--- src/rtl/sclk_pkg.sv ---
package sclk_pkg;
  typedef enum logic {
    EDGE_RISE = 1'b0,
    EDGE_FALL = 1'b1
  } sclk_edge_e;

  function automatic sclk_edge_e sample_edge(input logic fall_cfg, input logic no_frame);
    return (fall_cfg || no_frame) ? EDGE_FALL : EDGE_RISE;
  endfunction
endpackage

--- src/rtl/sclk_rst_sync.sv ---
module sclk_rst_sync #(
  parameter int STAGES = 2
) (
  input  logic clk,
  input  logic rst_ni,
  output logic rst_no
);
  logic [STAGES-1:0] chain_q;
  logic [STAGES-1:0] chain_d;

  always_comb begin
    chain_d = {chain_q[STAGES-2:0], 1'b1};
  end

  always_ff @(posedge clk or negedge rst_ni) begin
    if (!rst_ni) chain_q <= '0;
    else         chain_q <= chain_d;
  end

  assign rst_no = chain_q[STAGES-1];
endmodule

--- src/rtl/sclk_in_sync.sv ---
module sclk_in_sync #(
  parameter int LONG_STAGES = 2
) (
  input  logic clk,
  input  logic rst_ni,
  input  logic two_i,
  input  logic sclk_i,
  output logic rise_o,
  output logic fall_o
);
  logic [LONG_STAGES-1:0] stg_q;
  logic                   sel;
  logic                   prev_q;

  genvar g;
  generate
    for (g = 0; g < LONG_STAGES; g++) begin : g_stage
      logic d;
      if (g == 0) begin : g_first
        assign d = sclk_i;
      end else begin : g_next
        assign d = stg_q[g-1];
      end
      always_ff @(posedge clk or negedge rst_ni) begin
        if (!rst_ni) stg_q[g] <= 1'b1;
        else         stg_q[g] <= d;
      end
    end
  endgenerate

  always_comb begin
    sel = two_i ? stg_q[LONG_STAGES-1] : stg_q[0];
  end

  always_ff @(posedge clk or negedge rst_ni) begin
    if (!rst_ni) prev_q <= 1'b1;
    else         prev_q <= sel;
  end

  assign rise_o = sel & ~prev_q;
  assign fall_o = ~sel & prev_q;

  // one-stage path turns a 0->1 pin change into a rise one cycle after capture
  a_r5_one_stage_latency: assert property (@(posedge clk) disable iff (!rst_ni)
    (rise_o && !two_i && !$past(two_i)) |-> ($past(sclk_i) && !$past(sclk_i, 2)));
endmodule

--- src/rtl/sclk_master_gen.sv ---
module sclk_master_gen (
  input  logic clk,
  input  logic rst_ni,
  input  logic master_i,
  input  logic gate_i,
  input  logic busy_i,
  input  logic tick_i,
  output logic sclk_o,
  output logic rise_o,
  output logic fall_o
);
  logic lvl_q, lvl_d;
  logic rise_q, rise_d;
  logic fall_q, fall_d;
  logic run;
  logic adv;

  always_comb begin
    run    = ~gate_i | busy_i;
    adv    = master_i & tick_i & (run | ~lvl_q);
    lvl_d  = lvl_q;
    rise_d = 1'b0;
    fall_d = 1'b0;
    if (!master_i) begin
      lvl_d = 1'b1;
    end else if (adv) begin
      lvl_d  = ~lvl_q;
      rise_d = ~lvl_q;
      fall_d = lvl_q;
    end
  end

  always_ff @(posedge clk or negedge rst_ni) begin
    if (!rst_ni) begin
      lvl_q  <= 1'b1;
      rise_q <= 1'b0;
      fall_q <= 1'b0;
    end else begin
      lvl_q  <= lvl_d;
      rise_q <= rise_d;
      fall_q <= fall_d;
    end
  end

  assign sclk_o = lvl_q;
  assign rise_o = rise_q;
  assign fall_o = fall_q;

  // no tick, no clock movement while mastering
  a_r3_tick_only: assert property (@(posedge clk) disable iff (!rst_ni)
    (master_i && !tick_i) |=> $stable(sclk_o));
  // parked high clock stays parked while gated
  a_r4_gated_parked: assert property (@(posedge clk) disable iff (!rst_ni)
    (master_i && gate_i && !busy_i && sclk_o) |=> (sclk_o && !rise_o && !fall_o));
endmodule

--- src/rtl/sclk_engine.sv ---
module sclk_engine #(
  parameter int SYNC_LONG  = 2,
  parameter int RST_STAGES = 2
) (
  input  logic clk,
  input  logic rst_n,
  input  logic cfg_master,
  input  logic cfg_two_stage,
  input  logic cfg_fall_edge,
  input  logic cfg_gate_idle,
  input  logic cfg_no_frame,
  input  logic baud_tick,
  input  logic frame_busy,
  input  logic sclk_in,
  output logic sclk_out,
  output logic sclk_oe,
  output logic sample_stb,
  output logic shift_stb
);
  import sclk_pkg::*;

  logic       rst_int_n;
  logic       s_rise, s_fall;
  logic       m_rise, m_fall;
  logic       e_rise, e_fall;
  sclk_edge_e smp_edge;

  sclk_rst_sync #(.STAGES(RST_STAGES)) u_rst (
    .clk    (clk),
    .rst_ni (rst_n),
    .rst_no (rst_int_n)
  );

  sclk_in_sync #(.LONG_STAGES(SYNC_LONG)) u_sync (
    .clk    (clk),
    .rst_ni (rst_int_n),
    .two_i  (cfg_two_stage),
    .sclk_i (sclk_in),
    .rise_o (s_rise),
    .fall_o (s_fall)
  );

  sclk_master_gen u_mgen (
    .clk      (clk),
    .rst_ni   (rst_int_n),
    .master_i (cfg_master),
    .gate_i   (cfg_gate_idle),
    .busy_i   (frame_busy),
    .tick_i   (baud_tick),
    .sclk_o   (sclk_out),
    .rise_o   (m_rise),
    .fall_o   (m_fall)
  );

  always_comb begin
    e_rise   = cfg_master ? m_rise : s_rise;
    e_fall   = cfg_master ? m_fall : s_fall;
    smp_edge = sample_edge(cfg_fall_edge, cfg_no_frame);
    if (smp_edge == EDGE_FALL) begin
      sample_stb = e_fall;
      shift_stb  = e_rise;
    end else begin
      sample_stb = e_rise;
      shift_stb  = e_fall;
    end
  end

  assign sclk_oe = cfg_master;

  // strobes exclusive
  a_r9_exclusive: assert property (@(posedge clk) disable iff (!rst_int_n)
    !(sample_stb && shift_stb));
  // start/stop-less framing samples only on falling serial edges
  a_r8_no_frame_falling: assert property (@(posedge clk) disable iff (!rst_int_n)
    (cfg_no_frame && sample_stb) |-> e_fall);
  // nothing strobes while the internal reset is held
  a_r1_quiet_in_reset: assert property (@(posedge clk)
    !rst_int_n |-> (!sample_stb && !shift_stb));
endmodule

--- config.mk ---
export PLATFORM = sky130hd
export DESIGN_NAME = sclk_engine
export DESIGN_NICKNAME = d
export VERILOG_FILES = /design/src/rtl/sclk_pkg.sv /design/src/rtl/sclk_rst_sync.sv /design/src/rtl/sclk_in_sync.sv /design/src/rtl/sclk_master_gen.sv /design/src/rtl/sclk_engine.sv
export SDC_FILE = /design/constraint.sdc
export NUM_CORES = 1
export LEC_CHECK = 0
export BUFFER_PORTS_ARGS = -buffer_cell sky130_fd_sc_hd__buf_4
export CAP_MARGIN = 20
export CELL_PAD_IN_SITES_DETAIL_PLACEMENT = 0
export CELL_PAD_IN_SITES_GLOBAL_PLACEMENT = 1
export CORE_AREA = 2 2 39 41
export DETAILED_ROUTE_END_ITERATION = 12
export DIE_AREA = 0 0 41 43
export PLACE_DENSITY = 0.63
export SYNTH_ARGS = -nofsm -noshare
export SYNTH_HDL_FRONTEND = slang
export SYNTH_SLANG_ARGS = --single-unit
--- constraint.sdc ---
create_clock -name clk -period 2.9 [get_ports clk]
set_input_delay 0.435 -clock clk [delete_from_list [all_inputs] [get_ports clk]]
set_output_delay 0.435 -clock clk [all_outputs]
set_load 0.03 [all_outputs]
==> run summary <==
Clock skew on the completed layout was measured at 0.00291 ns. Routability-driven placement finished with a final weighted congestion of 0.624. The setup TNS is 0 ns. The maximum fanout encountered on the critical timing path was 6. TritonCTS built the clock tree. The worst-case IR drop observed on VDD is 275 µV. The critical path endpoint category is a primary output. Detailed routing inserted a total of 261 vias. The tools report the clock root buffer as clkbuf_4. Across all register-to-register paths, the minimum setup slack is 1.90 ns. After synthesis, the cell types taking the most area are dfstp_2 29%, dfrtp_1 28%, mux2_1 6.3%. The run gives 0 as the antenna diode count. The tools report the total of cells resized after clock tree synthesis as 0.

Setup repair after global routing left no endpoint under its margin. The die is 43 µm tall. The first global-routing pass estimated 1080 µm of wire.

Measured along the x axis, the die boundary spans 41 µm. Clock tree synthesis found a total of 8 sinks. Buffers placed on the I/O ports in this run total 13. The effective utilization at floorplan was 0.259. The library cells used most frequently in the layout, excluding fill and tap cells, are 13 x buf_4, 4 x dfrtp_1, 4 x dfstp_2. The number of setup buffers added after CTS was 0. The post-synthesis to final-layout area growth is 37.8%. The final routed wirelength across all metal layers was 616 µm. Setup violations remaining at the end of the flow were counted as 0. The logs give 14 for the number of top-level pins and 0 for the yosys synthesis warning count.

The run gives 3 as the CTS buffer count. The number of antenna violations at the first check in global routing came out at 0. The commonest non-fill, non-tap cell in the layout was buf_4. The logs give 0.00176 mm² for the area of the die and 0 for the number of pins with negative max-slew slack in the final report. For the synthesized netlist net count, the log shows 39. Dividing the detail-routed wire length by the instance count gives 10.3 µm. For the distinct cell type count of the synthesized netlist, the log shows 19. In this run the remaining antenna-violating nets after routing total 0.

Clock input transition at the sequential cells of the worst setup and hold paths: 0.06 ns. The routed via count divided by cell count works out to 4.35. The run gives 29 as the number of cells produced by synthesis. The number of global-route vias before repair came out at 275. Data arrives at the worst endpoint at 1.60 ns.

The max capacitance violation total is 0. Summed over all nets, the half-perimeter wirelength after detailed placement is 503 µm. Before antenna repair, the detailed router went through 4 iterations. The total global-route track usage came out at 0.0904. Largest area contributor in the netlist: dfstp_2.

The top cell type's share of synthesized area was 0.294; the overall overflow remaining after global route was 0. The part of the cycle the worst path needs is 0.701. The run gives 0.573 as the part of the Yosys area used for sequential elements. The tools report the insertion delay to the later sink of the worst-skew pair as 0.25 ns.

For this run, the post-layout net count is 56. Summing all non-filler instances in the final layout gives an area of 493 µm². In this run, the number of DRC markers left after iteration 0 of detailed routing was 3.

The share of final-layout standard cells stronger than drive strength 1 was 0.545; the count of unresolved DRC violations after routing was 0. For this run, the top clock speed supported by timing is 0.492 GHz. Maximum level of the CTS H-tree: 1. The number of synthesized register bits came out at 8.

STA puts the critical path data required time at 2.47 ns. The standby leakage power is 0.243 nW. Entering global routing, the biggest net connects 11 pins. The worst path needs 2.03 ns of the cycle, external delays included.

The power density over the cells is 502 mW/mm². Hold-fix buffer count after cts: 1. The worst setup path is of the in2out kind. The tools report the floorplan core area as 0.00138 mm². The number of rows in the core area is 14, and the maximum buffer depth of the clock tree is 2.

The count of endpoints failing hold in the final timing report was 0. The area of placed instances was 460 µm². In this run the mean area of a mapped cell was 12.3 µm². The tools report the type of element launching the critical path as an input pin. The flow ran to the end, and the final reports show no timing, DRC or antenna violations. The worst hold path belongs to the class reg2async. The mapped netlist covers 358 µm².
[layout make-up]
| cell class | instances | area, µm² |
|---|---|---|
| flip-flops and latches | 8 | 205 |
| well taps | 16 | 20.0 |
| multi-input cells | 17 | 130 |
| repair buffers | 14 | 108 |
| clock buffers | 3 | 22.5 |
| inverters | 2 | 7.51 |
| fillers | 140 | 891 |
[registers in the layout, summed over array words and instances, names as in the netlist]
signal	cells
u_sync.prev_q	1
u_mgen.fall_o	1
u_rst.chain_q	2
u_sync.stg_q	1
u_sync.g_stage.d	1
u_mgen.sclk_o	1
u_mgen.rise_o	1
[logic make-up after synthesis]
family,after synthesis,share of synthesized area
AOI/OAI and AO/OA,4,0.0769
buffers and inverters,4,0.0629
DFF,8,0.573
muxes,3,0.101
other,1,0.0105
and+or+nand+nor,9,0.175
[through the flow]
step	hold WS [ns]	power, mW	worst slack, ns	util	instances
after global routing	0.121	0.259	0.823	0.356	60
after global placement	0.0875	0.164	0.912	0.333	56
after detailed placement	0.100	0.166	0.856	0.333	56
after CTS	0.101	0.253	0.854	0.356	60
final	0.0861	0.247	0.867	0.356	60
after floorplan	0.0646	0.148	1.10	-	29
[per-layer routing]
layer	routed length, µm	track usage
met5	0	0
met4	0	0.0800
met3	50	0.0157
met2	314	0.131
met1	251	0.107
[power breakdown]
group	switching (mW)	internal (mW)
sequential	0.00441	0.120
combinational	0.0200	0.0202
clock	0.0356	0.0472
[critical path, stage by stage]
cell and delay [ns]:
buf_4 0.11, nor2_2 0.23, mux2_1 0.36, a211o_1 0.30, buf_4 0.17
[synthesized netlist by cell type]
| cell type | n |
|---|---|
| conb_1 | 1 |
| nor2_1 | 2 |
| nor4b_1 | 1 |
| nor2_2 | 1 |
| a21oi_1 | 1 |
| inv_2 | 1 |
| nand2_1 | 1 |
| inv_1 | 1 |
| a211o_1 | 2 |
| dfrtp_1 | 4 |
| mux2_1 | 2 |
| buf_4 | 2 |
| o21ai_0 | 1 |
| mux2i_2 | 1 |
| nor4b_2 | 1 |
| nand3_1 | 1 |
| dfstp_2 | 4 |
| nor4_1 | 1 |
| and4b_1 | 1 |
[path summary, 6_finish.rpt]
check,start,end,depth (start not counted)
min reg2reg,u_rst.chain_q[1]$_DFF_PN0_,u_mgen.fall_o$_DFF_PN0_,0
min in group clk,sclk_in,u_sync.g_stage[1].d$_DFF_PN1_,1
min,u_rst.chain_q[1]$_DFF_PN0_,u_mgen.fall_o$_DFF_PN0_,0
max in group asynchronous,rst_n,u_rst.chain_q[0]$_DFF_PN0_,2
max,cfg_no_frame,sample_stb,5
max reg2reg,u_mgen.sclk_o$_DFFE_PN1P_,u_mgen.sclk_o$_DFFE_PN1P_,3
(Power assumes the default switching activity.)
